## src/rtl/apad_pkg.sv

```systemverilog
package apad_pkg;
  localparam int PORT_W   = 7;
  localparam int SEL_BIT  = 6;
  localparam int RDY_BIT  = 5;
  localparam int HALF_BIT = 4;
  localparam logic [PORT_W-1:0] STATE_RST = 7'h40;
  typedef logic [PORT_W-1:0] port_t;
endpackage

```

## src/rtl/apad_port_state.sv

```systemverilog
module apad_port_state
  import apad_pkg::*;
(
  input  logic  clk_i,
  input  logic  rst_ni,
  input  logic  wr_i,
  input  port_t wr_data_i,
  input  port_t wr_mask_i,
  output logic  restart_o
);
  port_t state_q, merged;

  assign merged    = (state_q & ~wr_mask_i) | (wr_data_i & wr_mask_i);
  assign restart_o = wr_i & state_q[SEL_BIT] & ~merged[SEL_BIT];

  always_ff @(posedge clk_i or negedge rst_ni) begin
    if (!rst_ni)   state_q <= STATE_RST;
    else if (wr_i) state_q <= merged;
  end

  // bits outside the mask survive a write
  p_keep_unmasked_r7: assert property (@(posedge clk_i) disable iff (!rst_ni)
    wr_i |=> ((state_q & ~$past(wr_mask_i)) == ($past(state_q) & ~$past(wr_mask_i))));

  // no write, no state change
  p_hold_idle_r7: assert property (@(posedge clk_i) disable iff (!rst_ni)
    !wr_i |=> $stable(state_q));
endmodule

```

## src/rtl/apad_seq_track.sv

```systemverilog
module apad_seq_track #(
  parameter int CYC_W   = 3,
  parameter int SEQ_MAX = 5,
  parameter int LAT_W   = 8,
  parameter int LAT_MIN = 2,
  localparam int SEQ_W  = $clog2(SEQ_MAX),
  localparam int CNT_W  = CYC_W + SEQ_W
) (
  input  logic             clk_i,
  input  logic             rst_ni,
  input  logic             rd_i,
  input  logic             wr_i,
  input  logic             restart_i,
  output logic [CNT_W-1:0] cnt_o
);
  localparam logic [SEQ_W-1:0] SEQ_LAST = SEQ_W'(SEQ_MAX - 1);

  logic [CYC_W-1:0] cyc_q;
  logic [SEQ_W-1:0] seq_q, seq_nxt;
  logic [LAT_W-1:0] lat_q;
  logic             lat_ok;

  assign lat_ok  = lat_q > LAT_W'(LAT_MIN);
  assign seq_nxt = (seq_q >= SEQ_LAST) ? SEQ_LAST : seq_q + SEQ_W'(1);
  assign cnt_o   = {seq_q, cyc_q};

  always_ff @(posedge clk_i or negedge rst_ni) begin
    if (!rst_ni) begin
      cyc_q <= '0;
      seq_q <= '0;
      lat_q <= '0;
    end else if (wr_i) begin
      if (restart_i) begin
        cyc_q <= '0;
        seq_q <= '0;
        lat_q <= '0;
      end else if (lat_ok) begin
        cyc_q <= '0;
        seq_q <= seq_nxt;
      end
    end else if (rd_i) begin
      cyc_q <= cyc_q + CYC_W'(1);
      if (lat_q != '1) lat_q <= lat_q + LAT_W'(1);
    end
  end

  p_restart_clear_r8: assert property (@(posedge clk_i) disable iff (!rst_ni)
    (wr_i && restart_i) |=> (cnt_o == '0 && lat_q == '0));

  p_read_step_r6: assert property (@(posedge clk_i) disable iff (!rst_ni)
    (rd_i && !wr_i) |=> (cyc_q == $past(cyc_q) + CYC_W'(1) && seq_q == $past(seq_q)));

  p_seq_cap_r9: assert property (@(posedge clk_i) disable iff (!rst_ni)
    seq_q <= SEQ_LAST);

  p_lat_sat_r10: assert property (@(posedge clk_i) disable iff (!rst_ni)
    (rd_i && !wr_i && lat_q == '1) |=> lat_q == '1);

  p_wr_hold_r10: assert property (@(posedge clk_i) disable iff (!rst_ni)
    (wr_i && !restart_i && !lat_ok) |=> $stable(cnt_o));
endmodule

```

## src/rtl/apad_nibble_mux.sv

```systemverilog
module apad_nibble_mux
  import apad_pkg::*;
#(
  parameter int AXIS_W = 8,
  parameter int CNT_W  = 6,
  localparam int NIB_W = 4,
  localparam int GRP_W = CNT_W - 2
) (
  input  logic [CNT_W-1:0]  cnt_i,
  input  logic [AXIS_W-1:0] axis_x_i,
  input  logic [AXIS_W-1:0] axis_y_i,
  input  logic [AXIS_W-1:0] axis_z_i,
  input  logic [7:0]        btn_i,
  output port_t             port_o
);
  logic [GRP_W-1:0] grp;
  logic [NIB_W-1:0] nib;

  assign grp = cnt_i[CNT_W-1:2];

  always_comb begin
    case (grp)
      GRP_W'(0): nib = ~btn_i[7:4];
      GRP_W'(1): nib = ~btn_i[3:0];
      GRP_W'(2): nib = axis_x_i[AXIS_W-1 -: NIB_W];
      GRP_W'(3): nib = axis_y_i[AXIS_W-1 -: NIB_W];
      GRP_W'(5): nib = axis_z_i[AXIS_W-1 -: NIB_W];
      GRP_W'(6): nib = axis_x_i[NIB_W-1:0];
      GRP_W'(7): nib = axis_y_i[NIB_W-1:0];
      GRP_W'(9): nib = axis_z_i[NIB_W-1:0];
      default:   nib = '0;
    endcase
  end

  assign port_o = {1'b1, (cnt_i[1:0] == 2'b00), cnt_i[2], nib};
endmodule

```

## src/rtl/apad_responder.sv

```systemverilog
module apad_responder
  import apad_pkg::*;
#(
  parameter int AXIS_W  = 8,
  parameter int SEQ_MAX = 5,
  parameter int LAT_W   = 8,
  parameter int LAT_MIN = 2,
  localparam int CYC_W  = 3,
  localparam int CNT_W  = CYC_W + $clog2(SEQ_MAX)
) (
  input  logic              clk_i,
  input  logic              rst_ni,
  input  logic              rd_i,
  input  logic              wr_i,
  input  logic [6:0]        wr_data_i,
  input  logic [6:0]        wr_mask_i,
  input  logic [AXIS_W-1:0] axis_x_i,
  input  logic [AXIS_W-1:0] axis_y_i,
  input  logic [AXIS_W-1:0] axis_z_i,
  input  logic [7:0]        btn_i,
  output logic [6:0]        rd_data_o
);
  logic             restart;
  logic [CNT_W-1:0] cnt;

  apad_port_state u_state (
    .clk_i, .rst_ni, .wr_i,
    .wr_data_i, .wr_mask_i,
    .restart_o (restart)
  );

  apad_seq_track #(
    .CYC_W(CYC_W), .SEQ_MAX(SEQ_MAX), .LAT_W(LAT_W), .LAT_MIN(LAT_MIN)
  ) u_seq (
    .clk_i, .rst_ni, .rd_i, .wr_i,
    .restart_i (restart),
    .cnt_o     (cnt)
  );

  apad_nibble_mux #(.AXIS_W(AXIS_W), .CNT_W(CNT_W)) u_mux (
    .cnt_i (cnt),
    .axis_x_i, .axis_y_i, .axis_z_i, .btn_i,
    .port_o (rd_data_o)
  );

  // ready flag lasts one read only
  p_ready_pulse_r5: assert property (@(posedge clk_i) disable iff (!rst_ni)
    (rd_i && !wr_i && rd_data_o[RDY_BIT]) |=> !rd_data_o[RDY_BIT]);

  // half flag toggles only on a read from cycle 3 or 7, or on a write
  p_half_stable_r4: assert property (@(posedge clk_i) disable iff (!rst_ni)
    (!wr_i && !(rd_i && cnt[1:0] == 2'b11)) |=> $stable(rd_data_o[HALF_BIT]));
endmodule

```

## config.mk

```make
export PLATFORM = sky130hd
export DESIGN_NAME = apad_responder
export DESIGN_NICKNAME = d
export VERILOG_FILES = /design/src/rtl/apad_pkg.sv /design/src/rtl/apad_port_state.sv /design/src/rtl/apad_seq_track.sv /design/src/rtl/apad_nibble_mux.sv /design/src/rtl/apad_responder.sv
export SDC_FILE = /design/constraint.sdc
export NUM_CORES = 1
export LEC_CHECK = 0
export ABC_AREA = 0
export BUFFER_PORTS_ARGS = -buffer_cell sky130_fd_sc_hd__clkbuf_2
export CAP_MARGIN = 20
export CORE_UTILIZATION = 47
export DETAILED_ROUTE_END_ITERATION = 8
export PLACE_DENSITY_LB_ADDON = 0.1
export SYNTH_ARGS = -nofsm -noshare
export SYNTH_HDL_FRONTEND = slang
export SYNTH_SLANG_ARGS = --single-unit
```

## constraint.sdc

```tcl
create_clock -name clk_i -period 3 [get_ports clk_i]
set_clock_uncertainty 0.05 [all_clocks]
set_input_delay 0.45 -clock clk_i [delete_from_list [all_inputs] [get_ports clk_i]]
set_output_delay 0.45 -clock clk_i [all_outputs]
set_load 0.02 [all_outputs]
```

### Yosys cells after proc, flatten, opt, wreduce, memory -nomap -nowiden

Index checks and enable logic that the tools add are counted.

| word-level totals | value |
|---|---|
| register bits | 21 |
| latch bits | 0 |
| memory bits (writable) | 0 |
| bits in read-only memories | 0 |
| output and inout bits | 7 |
| logic and storage cells | 48 |
| memories | 0 |

| cells by class | value |
|---|---|
| add/subtract/negate cells | 3 |
| multipliers | 0 |
| divide/modulo/power cells | 0 |
| order comparisons | 2 |
| equality and inequality tests | 10 |
| shifts and indexed selects | 0 |
| muxes and demuxes | 12 |
| bitwise logic cells | 9 |
| reduce and logical (&&, ||, !) cells | 8 |

Operators with widths:

| kind | count |
|---|---|
| 8-bit 2-to-1 mux | 4 |
| 4-bit one-hot mux with 8 select lines | 1 |
| 3-bit 2-to-1 mux | 7 |
| 7-bit bitwise AND | 2 |
| 4-bit by 3-bit equality test with 1-bit output (second input constant) | 3 |
| 8-bit by 1-bit adder with 8-bit output (second input constant) | 1 |
| 4-bit by 2-bit equality test with 1-bit output (second input constant) | 2 |
| 8-bit by 2-bit > comparator with 1-bit output (second input constant) | 1 |
| 8-bit inequality test (second input constant) | 1 |
| 4-bit NOT | 2 |
| 7-bit NOT | 1 |
| 7-bit bitwise OR | 1 |
| 3-bit by 1-bit adder with 3-bit output (second input constant) | 2 |
| 2-bit nonzero test | 3 |
| 4-bit by 1-bit equality test with 1-bit output (second input constant) | 1 |
| 4-bit equality test (second input constant) | 1 |
| 4-bit zero test | 1 |
| 2-bit AND reduction | 2 |
| 3-bit >= comparator (second input constant) | 1 |
| 3-bit by 1-bit inequality test with 1-bit output (second input constant) | 1 |
| 3-bit AND reduction | 1 |
| 1-bit bitwise AND | 2 |
| 2-bit zero test | 1 |
| 2-bit by 1-bit inequality test with 1-bit output (second input constant) | 1 |
| 1-bit NOT | 1 |

### Depth between registers and ports, before layout

Gate-level depths: netlist (run 1).

| logic depth | value |
|---|---|
| depth in word-level cells | 7 |
| depth in mapped cells | 6 |
| mapped depth without buffers | 6 |

### Hierarchy

A second synthesis (run 1) with hierarchy kept.

| second synthesis, totals | value |
|---|---|
| cells, all modules | 132 |
| area total of the unflattened synthesis | 1227.4 um^2 |

Modules (own cells, without submodules):

| module | times used | cells each | area an instance (um^2) | sequential area each (um^2) |
|---|---|---|---|---|
| apad_seq_track | 1 | 89 | 844.6 | 350.3 |
| apad_nibble_mux | 1 | 39 | 330.3 | 0.0 |
| apad_port_state | 1 | 4 | 52.6 | 26.3 |

### Least setup slack after synthesis (run 1)

OpenSTA, ideal clock, no wires.

| timing path | value |
|---|---|
| kind | register to output |
| start point | register u_seq.seq_q[1] |
| end point | output port rd_data_o[2] |
| arrival | 1.633 ns |
| required time | 2.500 ns |
| path slack | 0.867 ns |
| cell stages (with the launch flop) | 7 |
| path buffers | 2 |
| path through | dfrtp_1 -> clkbuf_1 -> buf_2 -> nor3_1 -> a31oi_1 -> o21ai_0 -> a21boi_0 |

| on the way | value |
|---|---|
| cells in the longest elaborated chain, start to end | 2 |

Ends and longest elaborated chain:

| item | line | text |
|---|---|---|
| start, declared | apad_seq_track.sv:19 | `logic [SEQ_W-1:0] seq_q, seq_nxt;` |
| start signal, assigned | apad_seq_track.sv:39 | `seq_q <= seq_nxt;` |
| 4-bit equality test, or another cell as far along | apad_nibble_mux.sv:22 | `case (grp)` |
| 4-bit one-hot mux with 8 select lines (*) | apad_nibble_mux.sv:22 |  |
| end, declared | apad_responder.sv:21 | `output logic [6:0] rd_data_o` |

Every way passes the cells marked *; elsewhere a longest branch is shown, timed or not.

### Worst setup path after layout (run 1)

Ends and elaborated chain as after synthesis.

==> impl_metrics.json, run 1 <==
{
  "ys_types": 47,
  "dieArea_mm2": 0.002903,
  "ys_seq_area_share_pct": 29.77,
  "power_per_cell_area_mw_per_mm2": 716.7,
  "antenna_cells": 0,
  "grt_first_pass_wirelength_mm": 4.636,
  "wl_met2_mm": 1.299,
  "synth_top_family_by_area": "simple AND/OR/NAND/NOR gates",
  "yosys.area_share.simple_pct": 22.55,
  "dp_cells": 209,
  "postSynthAreaPerCell_um2": 8.605,
  "hp-class": "input port to asynchronous set/reset pin",
  "routedLengthMet1_mm": 1.251,
  "fillCellCount": 230,
  "cpMaxStageDelayCell": "dfrtp_1",
  "startpoint_type": "flop",
  "antenna_found_initial": 0,
  "cap_viol_max_count": 0,
  "io_buffers": 43,
  "synth-main-ff-cell": "dfrtp_1",
  "syn_nets": 203,
  "fin_hold_ws_ns": 0.01422,
  "cts_setup_buffers": 0,
  "cts.sinks": 15,
  "firstDrtPassIters": 4,
  "hold_buffers": 0,
  "period_needed_ns": 2.523,
  "crit_path_max_incr_delay_ns": 0.80,
  "layout_common_cells": "clkbuf_2 (43), nand2_1 (15), dfrtp_1 (14)",
  "max_slew_margin_pct": 53.44,
  "highest_layer": "met4",
  "crit_buf_inv": 1,
  "synth_edf_count": 0,
  "cts_max_level": 1,
  "synth-adder-area-share_pct": 5.935,
  "drt-initial-drc-count": 12,
  "clock_path_buffers": 2,
  "grt_setup_unrepaired": "no",
  "drt_wl_total_mm": 2.756,
  "cts_made_buffers": 3,
  "io_pins": 57,
  "worst_slew_pin_slew_ns": 0.6984,
  "vias": 1213,
  "nets": 240,
  "final_layout_size_suffix_gt1_share_pct": 32.24,
  "grt_overflow_total": 0,
  "syn_area_mm2": 0.001265,
  "yosys-mux-area-fraction_pct": 9.397,
  "crit_path_cell_trace": "mux4_2, a21oi_1, o21ai_0, a21boi_0, clkbuf_2",
  "crit_path_end_kind": "primary output",
  "path_delay_family": "flip-flops",
  "die-width_um": 53.88,
  "routedWlPerCell_um": 12.94,
  "power_mw": 1.057,
  "cp_data_arrival_time_ns": 2.02,
  "p_leak_nw": 0.6853,
  "place_hpwl_mm": 2.064,
  "mostFrequentLayoutCell": "clkbuf_2",
  "fin_util_pct": 59.01,
  "slew_viol_final": 0,
  "vias_per_cell": 5.695,
  "crit_path_max_fanout": 19,
  "start_util_pct": 50.60,
  "grt_max_degree": 23,
  "max_freq_mhz": 396.3,
  "drc_errors": 0,
  "die_y_um": 53.88,
  "status": "finished, final reports clean",
  "grt.total_usage_pct": 21.93,
  "tritoncts": "built",
  "core_area_mm2": 0.002500,
  "antenna_left": 0,
  "area_delta_synth_final_pct": 16.62,
  "fin_crit_sh_pct": 84.10,
  "cts_resized": 0,
  "num_rows": 18,
  "ir_worst_vdd_mv": 0.5026,
  "synth_compound_area_share_pct": 20.08,
  "ys_warn_count": 0,
  "grt_pass1_vias": 1108,
  "wl_met3_um": 155,
  "cts.reportedPaths.clkPinSlew_ns": 0.09,
  "yosys_register_bits": 15,
  "cts_root_buffer": "clkbuf_4",
  "clock_latency_ns": 0.29,
  "fin_tns_setup_ns": 0,
  "hold_viol_final": 0,
  "setup_viol": 0,
  "crit_type": "flop to primary output",
  "worst_ep_required_time_ns": 2.50,
  "synth_async_sr_flop_share_pct": 100.0,
  "gp_congestion": 0.7961,
  "synth_cells": 147,
  "synthXorXnorAreaFrac_pct": 4.154,
  "instances_no_fill": 213
}
-- area by class of cell --
cell class                 instances  area (um2)  share of cell area, %
multi-input combinational        114       789.5                  53.52
timing repair buffer              44       222.7                  15.10
tap                               30       37.54                  2.545
inverter                           6       22.52                  1.527
sequential                        15       376.6                  25.53
clock buffer                       4       26.28                  1.781
-- per-stage QoR --
step / instance area, um2 / worst slack [ns]
3_5_place_dp: 1449 / 0.8000
2_1_floorplan: 1265 / 0.8670
4_1_cts: 1475 / 0.4760
3_3_place_gp: 1449 / 0.8085
5_1_grt: 1475 / 0.3435
6_report: 1475 / 0.4769
-- path summary, 6_finish.rpt --
kind	from	end	slack, ns	cells after the start
max	u_seq.seq_q[1]	rd_data_o[2]	0.48	5
min	rst_ni	u_seq.cyc_q[1]	0.01	1
max reg2reg	u_seq.lat_q[4]	u_seq.seq_q[0]	1.03	4
min reg2reg	u_seq.lat_q[6]	u_seq.lat_q[6]	0.51	2
max in group asynchronous	rst_ni	u_state.state_q[6]	2.57	1
min in group clk_i	wr_data_i[6]	u_state.state_q[6]	0.36	2
-- kinds of logic after synthesis --
| logic type | count (synthesis) |
|---|---|
| other | 1 |
| muxes | 10 |
| and+or+nand+nor | 51 |
| adders and majority gates | 6 |
| DFF | 15 |
| AOI/OAI and AO/OA | 40 |
| buffers and inverters | 18 |
| xor gates and xnor gates | 6 |
-- metal layers --
metal / GRT usage [%] / vias to the layer above
li1: - / 607
met1: 25.57 / 563
met2: 39.09 / 36
met3: 3.955 / 7
met4: 8.772 / 0
met5: 0 / -
-- synth_stat cells (2+ instances only) --
| cell type | number | area (um2) |
|---|---|---|
| a21oi_1 | 6 | 30.03 |
| o22ai_1 | 3 | 18.77 |
| nand3_1 | 3 | 15.01 |
| o21ai_0 | 13 | 65.06 |
| mux2i_1 | 7 | 70.07 |
| nor2_1 | 9 | 33.78 |
| a31oi_1 | 5 | 31.28 |
| o211ai_1 | 3 | 22.52 |
| xor2_1 | 2 | 17.52 |
| buf_6 | 3 | 33.78 |
| inv_1 | 6 | 22.52 |
| nand4_1 | 2 | 12.51 |
| nand2b_1 | 4 | 25.02 |
| a211oi_1 | 2 | 15.01 |
| a41oi_1 | 2 | 17.52 |
| buf_4 | 2 | 15.01 |
| nor3_1 | 4 | 20.02 |
| or3_1 | 2 | 12.51 |
| nand3b_1 | 2 | 15.01 |
| xnor2_1 | 4 | 35.03 |
| dfrtp_1 | 14 | 350.3 |
| clkbuf_1 | 5 | 18.77 |
| ha_1 | 6 | 75.07 |
| nand2_1 | 15 | 56.30 |
-- where the power goes --
group / leakage, nW / total (mW) / internal, mW / switching, mW
Sequential: 0.197 / 0.359 / 0.248 / 0.112
Combinational: 0.473 / 0.578 / 0.272 / 0.306
Clock: 0.0150 / 0.120 / 0.0517 / 0.0684
-- registers in the layout (all words and copies together), names as in the netlist --
name / count
u_seq.cyc_q: 3
u_seq.seq_q: 3
u_state.state_q: 1
u_seq.lat_q: 8
Power figures use the tool's default switching activity.
==> inputs of run 2 (changes only) <==
- clock period: 3 -> 2.5 ns (I/O delays scaled with it)
==> impl_metrics.json, run 2 (synthesis results as in run 1) <==
{
  "num_rows": 18,
  "clock_path_buffers": 2,
  "setup_viol": 0,
  "wl_met2_mm": 1.347,
  "cts_made_buffers": 3,
  "layout_common_cells": "clkbuf_2 (43), nand2_1 (15), dfrtp_1 (14)",
  "drt-initial-drc-count": 28,
  "status": "finished, final reports clean",
  "clock_latency_ns": 0.28,
  "cts_max_level": 1,
  "dp_cells": 210,
  "io_buffers": 43,
  "slew_viol_final": 0,
  "vias_per_cell": 5.605,
  "p_leak_nw": 0.6946,
  "highest_layer": "met4",
  "worst_ep_required_time_ns": 2.08,
  "r2r-end": "u_seq.seq_q[0]",
  "period_needed_ns": 2.341,
  "routedWlPerCell_um": 13.34,
  "top_register": "u_seq.lat_q",
  "hp-class": "input port to flop",
  "die-width_um": 53.88,
  "drt_wl_total_mm": 2.869,
  "crit_type": "flop to primary output",
  "top_regs": "u_seq.lat_q (8), u_seq.cyc_q (3), u_seq.seq_q (3)",
  "start_util_pct": 50.60,
  "tritoncts": "built",
  "crit_path_end_kind": "primary output",
  "vias": 1205,
  "antenna_cells": 0,
  "crit_path_max_incr_delay_ns": 0.56,
  "regToRegStartpoint": "u_seq.lat_q[2]",
  "mostFrequentLayoutCell": "clkbuf_2",
  "fin_tns_setup_ns": 0,
  "grt_first_pass_wirelength_mm": 4.485,
  "grt_overflow_total": 0,
  "cts.sinks": 15,
  "cts.reportedPaths.clkPinSlew_ns": 0.09,
  "grt_pass1_vias": 1030,
  "crit_path_max_fanout": 13,
  "final_layout_size_suffix_gt1_share_pct": 32.43,
  "drc_errors": 0,
  "cts_resized": 0,
  "fillCellCount": 223,
  "cpMaxStageDelayCell": "dfrtp_1",
  "antenna_found_initial": 0,
  "hold_viol_final": 0,
  "antenna_left": 0,
  "holdPathEnd": "u_state.state_q[6]",
  "wl_met3_um": 155,
  "routedLengthMet1_mm": 1.348,
  "r2r_slack_ns": 0.52,
  "intPower_mw": 0.6964,
  "instances_no_fill": 215,
  "fin_crit_sh_pct": 93.66,
  "min_from": "wr_data_i[6]",
  "p_seq_share_pct": 32.8,
  "gp_congestion": 0.7675,
  "largest_reg_flops": 8,
  "grt_max_degree": 23,
  "die_y_um": 53.88,
  "core_area_mm2": 0.002500,
  "cp_data_arrival_time_ns": 1.92,
  "hold_depth": 2,
  "max_freq_mhz": 427.1,
  "crit_path_cell_trace": "buf_4, nor3_1, a31oi_1, or3_1, o211ai_1, clkbuf_2",
  "clkPwrFrac_pct": 11.2,
  "startpoint_type": "flop",
  "grt.total_usage_pct": 21.62,
  "cts_root_buffer": "clkbuf_4",
  "ir_worst_vdd_mv": 0.6988,
  "r2r_cells": 4,
  "cap_viol_max_count": 0,
  "area_delta_synth_final_pct": 18.00,
  "p_switching_mw": 0.5896,
  "power_frac_comb_pct": 56.0,
  "nets": 242,
  "firstDrtPassIters": 4,
  "grt_setup_unrepaired": "no",
  "dieArea_mm2": 0.002903,
  "power_per_cell_area_mw_per_mm2": 861.5,
  "io_pins": 57,
  "place_hpwl_mm": 2.154,
  "switching_share_pct": 45.85
}
run 2: cell types whose count changed in the layout (fill, tap and decap cells not counted), sizes merged:
cell         delta
dlygate4sd3     +1
buf             +1
run 2: critical path, delay by kind of cell, from the launching register on:
kind,cells,cell delay [ns]
DFF,1,0.56
and+or+nand+nor,2,0.47
buffers and inverters,2,0.45
AOI/OAI and AO/OA,2,0.15
run 2: final cells by class:
type	instances	area, um2	area share (%)
flip-flops and latches	15	376.6	25.23
well taps	30	37.54	2.515
multi-input cells	114	789.5	52.89
inverters	6	22.52	1.509
repair buffers	46	240.2	16.09
clock buffers	4	26.28	1.760
run 2: timing repair:
action	in CTS	in global routing
setup buffers	0	0
setup endpoints to repair	0	0
hold buffers	1	0
hold endpoints to repair	14	0
run 2: stage by stage:
step	cell area, um2	total power, mW	hold WS, ns	worst slack (ns)	utilization (%)
global placement	1456	1.127	0.2615	0.4957	58.26
CTS	1493	1.300	0.2735	0.1478	59.71
detailed placement	1456	1.144	0.2722	0.4775	58.26
global route	1493	1.399	0.2650	0.05198	59.71
finish	1493	1.286	0.2852	0.1586	59.71
floorplan	1265	0.9725	0.02941	0.4420	-
run 2: worst max path at each step:
| stage | to | slack, ns | start |
|---|---|---|---|
| floorplan | rd_data_o[2] | 0.44 | u_seq.seq_q[1] |
| detailed placement | rd_data_o[1] | 0.48 | u_seq.seq_q[1] |
| global placement | rd_data_o[1] | 0.50 | u_seq.seq_q[1] |
| CTS | rd_data_o[1] | 0.15 | u_seq.seq_q[1] |
| finish | rd_data_o[1] | 0.16 | u_seq.seq_q[1] |
| global route | rd_data_o[1] | 0.05 | u_seq.seq_q[1] |
run 2: layer usage:
layer | vias up | track usage (%)
li1 | 610 | -
met1 | 556 | 25.70
met2 | 37 | 37.65
met3 | 2 | 3.955
met4 | 0 | 9.211
met5 | - | 0
run 2: power groups by stage:
stage	combinational (mW)	clock (mW)	sequential (mW)
5_1_grt	0.798	0.167	0.435
3_3_place_gp	0.709	0	0.418
4_1_cts	0.727	0.154	0.419
6_report	0.720	0.143	0.422
2_1_floorplan	0.631	0	0.342
3_5_place_dp	0.721	0	0.423
==> inputs of run 3 (changes only) <==
- CORE_UTILIZATION: 47 -> 46
- SYNTH_HIERARCHICAL: unset -> 1
==> impl_metrics.json, run 3 <==
{
  "setup_viol": 0,
  "layout_common_cells": "clkbuf_2 (43), dfrtp_1 (14), nand2_1 (9)",
  "drt-initial-drc-count": 39,
  "hold_buffers": 1,
  "mostFrequentLayoutCell": "clkbuf_2",
  "nets": 229,
  "grt_pass1_vias": 1067,
  "cts_made_buffers": 3,
  "die_y_um": 53.66,
  "grt_max_degree": 16,
  "r2r_cells": 5,
  "clock_latency_ns": 0.28,
  "antenna_found_initial": 0,
  "tritoncts": "built",
  "fin_crit_sh_pct": 93.52,
  "synth_edf_count": 0,
  "antenna_left": 0,
  "max_freq_mhz": 427.7,
  "power_mw": 1.041,
  "synth_cells": 132,
  "clkPwrFrac_pct": 13.2,
  "die-width_um": 53.66,
  "postSynthAreaPerCell_um2": 9.299,
  "dieArea_mm2": 0.002879,
  "synth_top_cell_by_area": "dfrtp_1",
  "power_per_cell_area_mw_per_mm2": 712.1,
  "yosys.area_share.simple_pct": 22.63,
  "cts_setup_buffers": 0,
  "num_rows": 18,
  "final_area_mm2": 0.001461,
  "firstDrtPassIters": 5,
  "hold_viol_final": 0,
  "routedWlPerCell_um": 14.30,
  "vias": 1196,
  "cts_max_level": 1,
  "yosys-mux-area-fraction_pct": 9.072,
  "yosys_register_bits": 15,
  "grt_first_pass_wirelength_mm": 4.588,
  "crit_type": "flop to primary output",
  "ys_seq_area_share_pct": 30.68,
  "p_seq_share_pct": 38.5,
  "cpMaxStageDelayCell": "dfrtp_1",
  "largest_reg_flops": 8,
  "grt.total_usage_pct": 22.37,
  "ys_types": 46,
  "fillCellCount": 239,
  "placed_area_mm2": 0.001425,
  "slew_viol_final": 0,
  "p_leak_nw": 0.6683,
  "top_regs": "u_seq/lat_q (8), u_seq/cyc_q (3), u_seq/seq_q (3)",
  "synth_most_common_cell": "dfrtp_1",
  "switching_share_pct": 43.49,
  "cap_viol_max_count": 0,
  "syn_area_mm2": 0.001227,
  "regToRegStartpoint": "u_state/state_q[6]",
  "ir_worst_vdd_mv": 0.6002,
  "crit_path_end_kind": "primary output",
  "cts_root_buffer": "clkbuf_4",
  "synth_async_sr_flop_share_pct": 100.0,
  "synthXorXnorAreaFrac_pct": 1.427,
  "hold_depth": 2,
  "drt_wl_total_mm": 2.903,
  "syn_nets": 187,
  "worst_ep_required_time_ns": 2.08,
  "vias_per_cell": 5.892,
  "area_delta_synth_final_pct": 19.06,
  "synthTopCellsByCount": "dfrtp_1 (14), nand2_1 (9), a22oi_1 (8)",
  "grt_overflow_total": 0,
  "start_util_pct": 49.10,
  "fin_tns_setup_ns": 0,
  "p_switching_mw": 0.4526,
  "synth_top_area_share_pct": 28.54,
  "io_buffers": 43,
  "antenna_cells": 0,
  "cts_resized": 0,
  "cts.sinks": 15,
  "crit_path_max_fanout": 13,
  "cts.reportedPaths.clkPinSlew_ns": 0.09,
  "drc_errors": 0,
  "min_from": "wr_data_i[6]",
  "period_needed_ns": 2.338,
  "cp_data_arrival_time_ns": 1.91,
  "top_register": "u_seq/lat_q",
  "synth-main-ff-cell": "dfrtp_1",
  "max_slew_margin_pct": 62.10,
  "final_layout_size_suffix_gt1_share_pct": 34.68,
  "place_hpwl_mm": 2.244,
  "status": "finished, final reports clean",
  "hp-class": "input port to flop",
  "worst_setup_path_startpoint": "u_seq/cyc_q[2]",
  "crit_path_max_incr_delay_ns": 0.71,
  "io_pins": 57,
  "synth-adder-area-share_pct": 5.097,
  "synth_compound_area_share_pct": 23.85,
  "grt_setup_unrepaired": "no",
  "power_frac_comb_pct": 48.3,
  "synth_top_family_by_area": "compound AO/OA/AOI/OAI gates",
  "startpoint_type": "flop",
  "core_area_mm2": 0.002500,
  "synth_area_leaders": "dfrtp_1 (29%), ha_1 (5.1%), a22oi_1 (4.9%)",
  "crit_path_cell_trace": "mux2_2, a22oi_1, o221ai_1, clkbuf_2",
  "intPower_mw": 0.5881,
  "clock_path_buffers": 2,
  "worst_slew_pin_slew_ns": 0.5685,
  "gp_congestion": 0.8466,
  "ys_warn_count": 6
}
run 3: cell count changes after synthesis, moves of 4 or more:
cell,delta
a22oi_1,+7
clkbuf_1,-5
nand2_1,-6
nor2_1,-4
nor3b_1,+4
o21ai_0,-11
o21ai_1,+5
run 3: final cells by class:
type | count | area (um2) | area share, %
well taps | 30 | 37.54 | 2.568
flip-flops and latches | 15 | 376.6 | 25.77
clock buffers | 4 | 26.28 | 1.798
repair buffers | 45 | 232.7 | 15.92
multi-input cells | 103 | 765.7 | 52.40
inverters | 6 | 22.52 | 1.541
run 3: logic make-up after synthesis:
kind of cell / after synthesis
mux: 9
simple gates: 47
xor+xnor: 2
compound gates: 39
flops: 15
buf+inv: 14
fa+ha+maj: 5
other cells: 1
run 3: routing by layer:
layer  track usage, %  part of all wire [%]  routed length, um  vias to the layer above
li1                 -                     -                  -                      589
met1            27.50                    44               1280                      561
met2            40.21                    50               1459                       44
met3            3.390                   5.1                148                        2
met4            6.140                  0.52                 15                        0
met5                0                     0                  0                        -
run 3: power groups by stage:
| stage | registers (mW) | clock network (mW) | logic, mW |
|---|---|---|---|
| 2_1_floorplan | 0.364 | 0 | 0.394 |
| 3_3_place_gp | 0.398 | 0 | 0.484 |
| 3_5_place_dp | 0.406 | 0 | 0.497 |
| 4_1_cts | 0.401 | 0.146 | 0.501 |
| 5_1_grt | 0.417 | 0.151 | 0.557 |
| 6_report | 0.401 | 0.138 | 0.502 |
run 3: worst max-delay path: cells and delay by family (launching register included):
kind / cells / cell delay (ns)
AOI/OAI and AO/OA: 2 / 0.33
buffers and inverters: 1 / 0.17
DFF: 1 / 0.71
muxes: 1 / 0.41
run 3: path summary, 6_finish.rpt:
check	slack (ns)	to
worst max-delay path	0.16	rd_data_o[3]
worst min-delay path	0.29	u_state/state_q[6]
worst max register to register	0.69	u_seq/cyc_q[0]
worst min register to register	0.49	u_seq/cyc_q[0]
max in group asynchronous	1.58	u_state/state_q[6]
min in group asynchronous	0.49	u_seq/cyc_q[1]
run 3: through the flow:
step                util [%]  cells  worst slack (ns)  hold WS [ns]
floorplan                  -    132            0.7604       0.02941
global placement       57.01    198            0.5226        0.2637
detailed placement     57.01    198            0.4766        0.2723
CTS                    58.46    203            0.1500        0.2825
global route           58.46    203            0.1075        0.3022
finish                 58.46    203            0.1619        0.2931
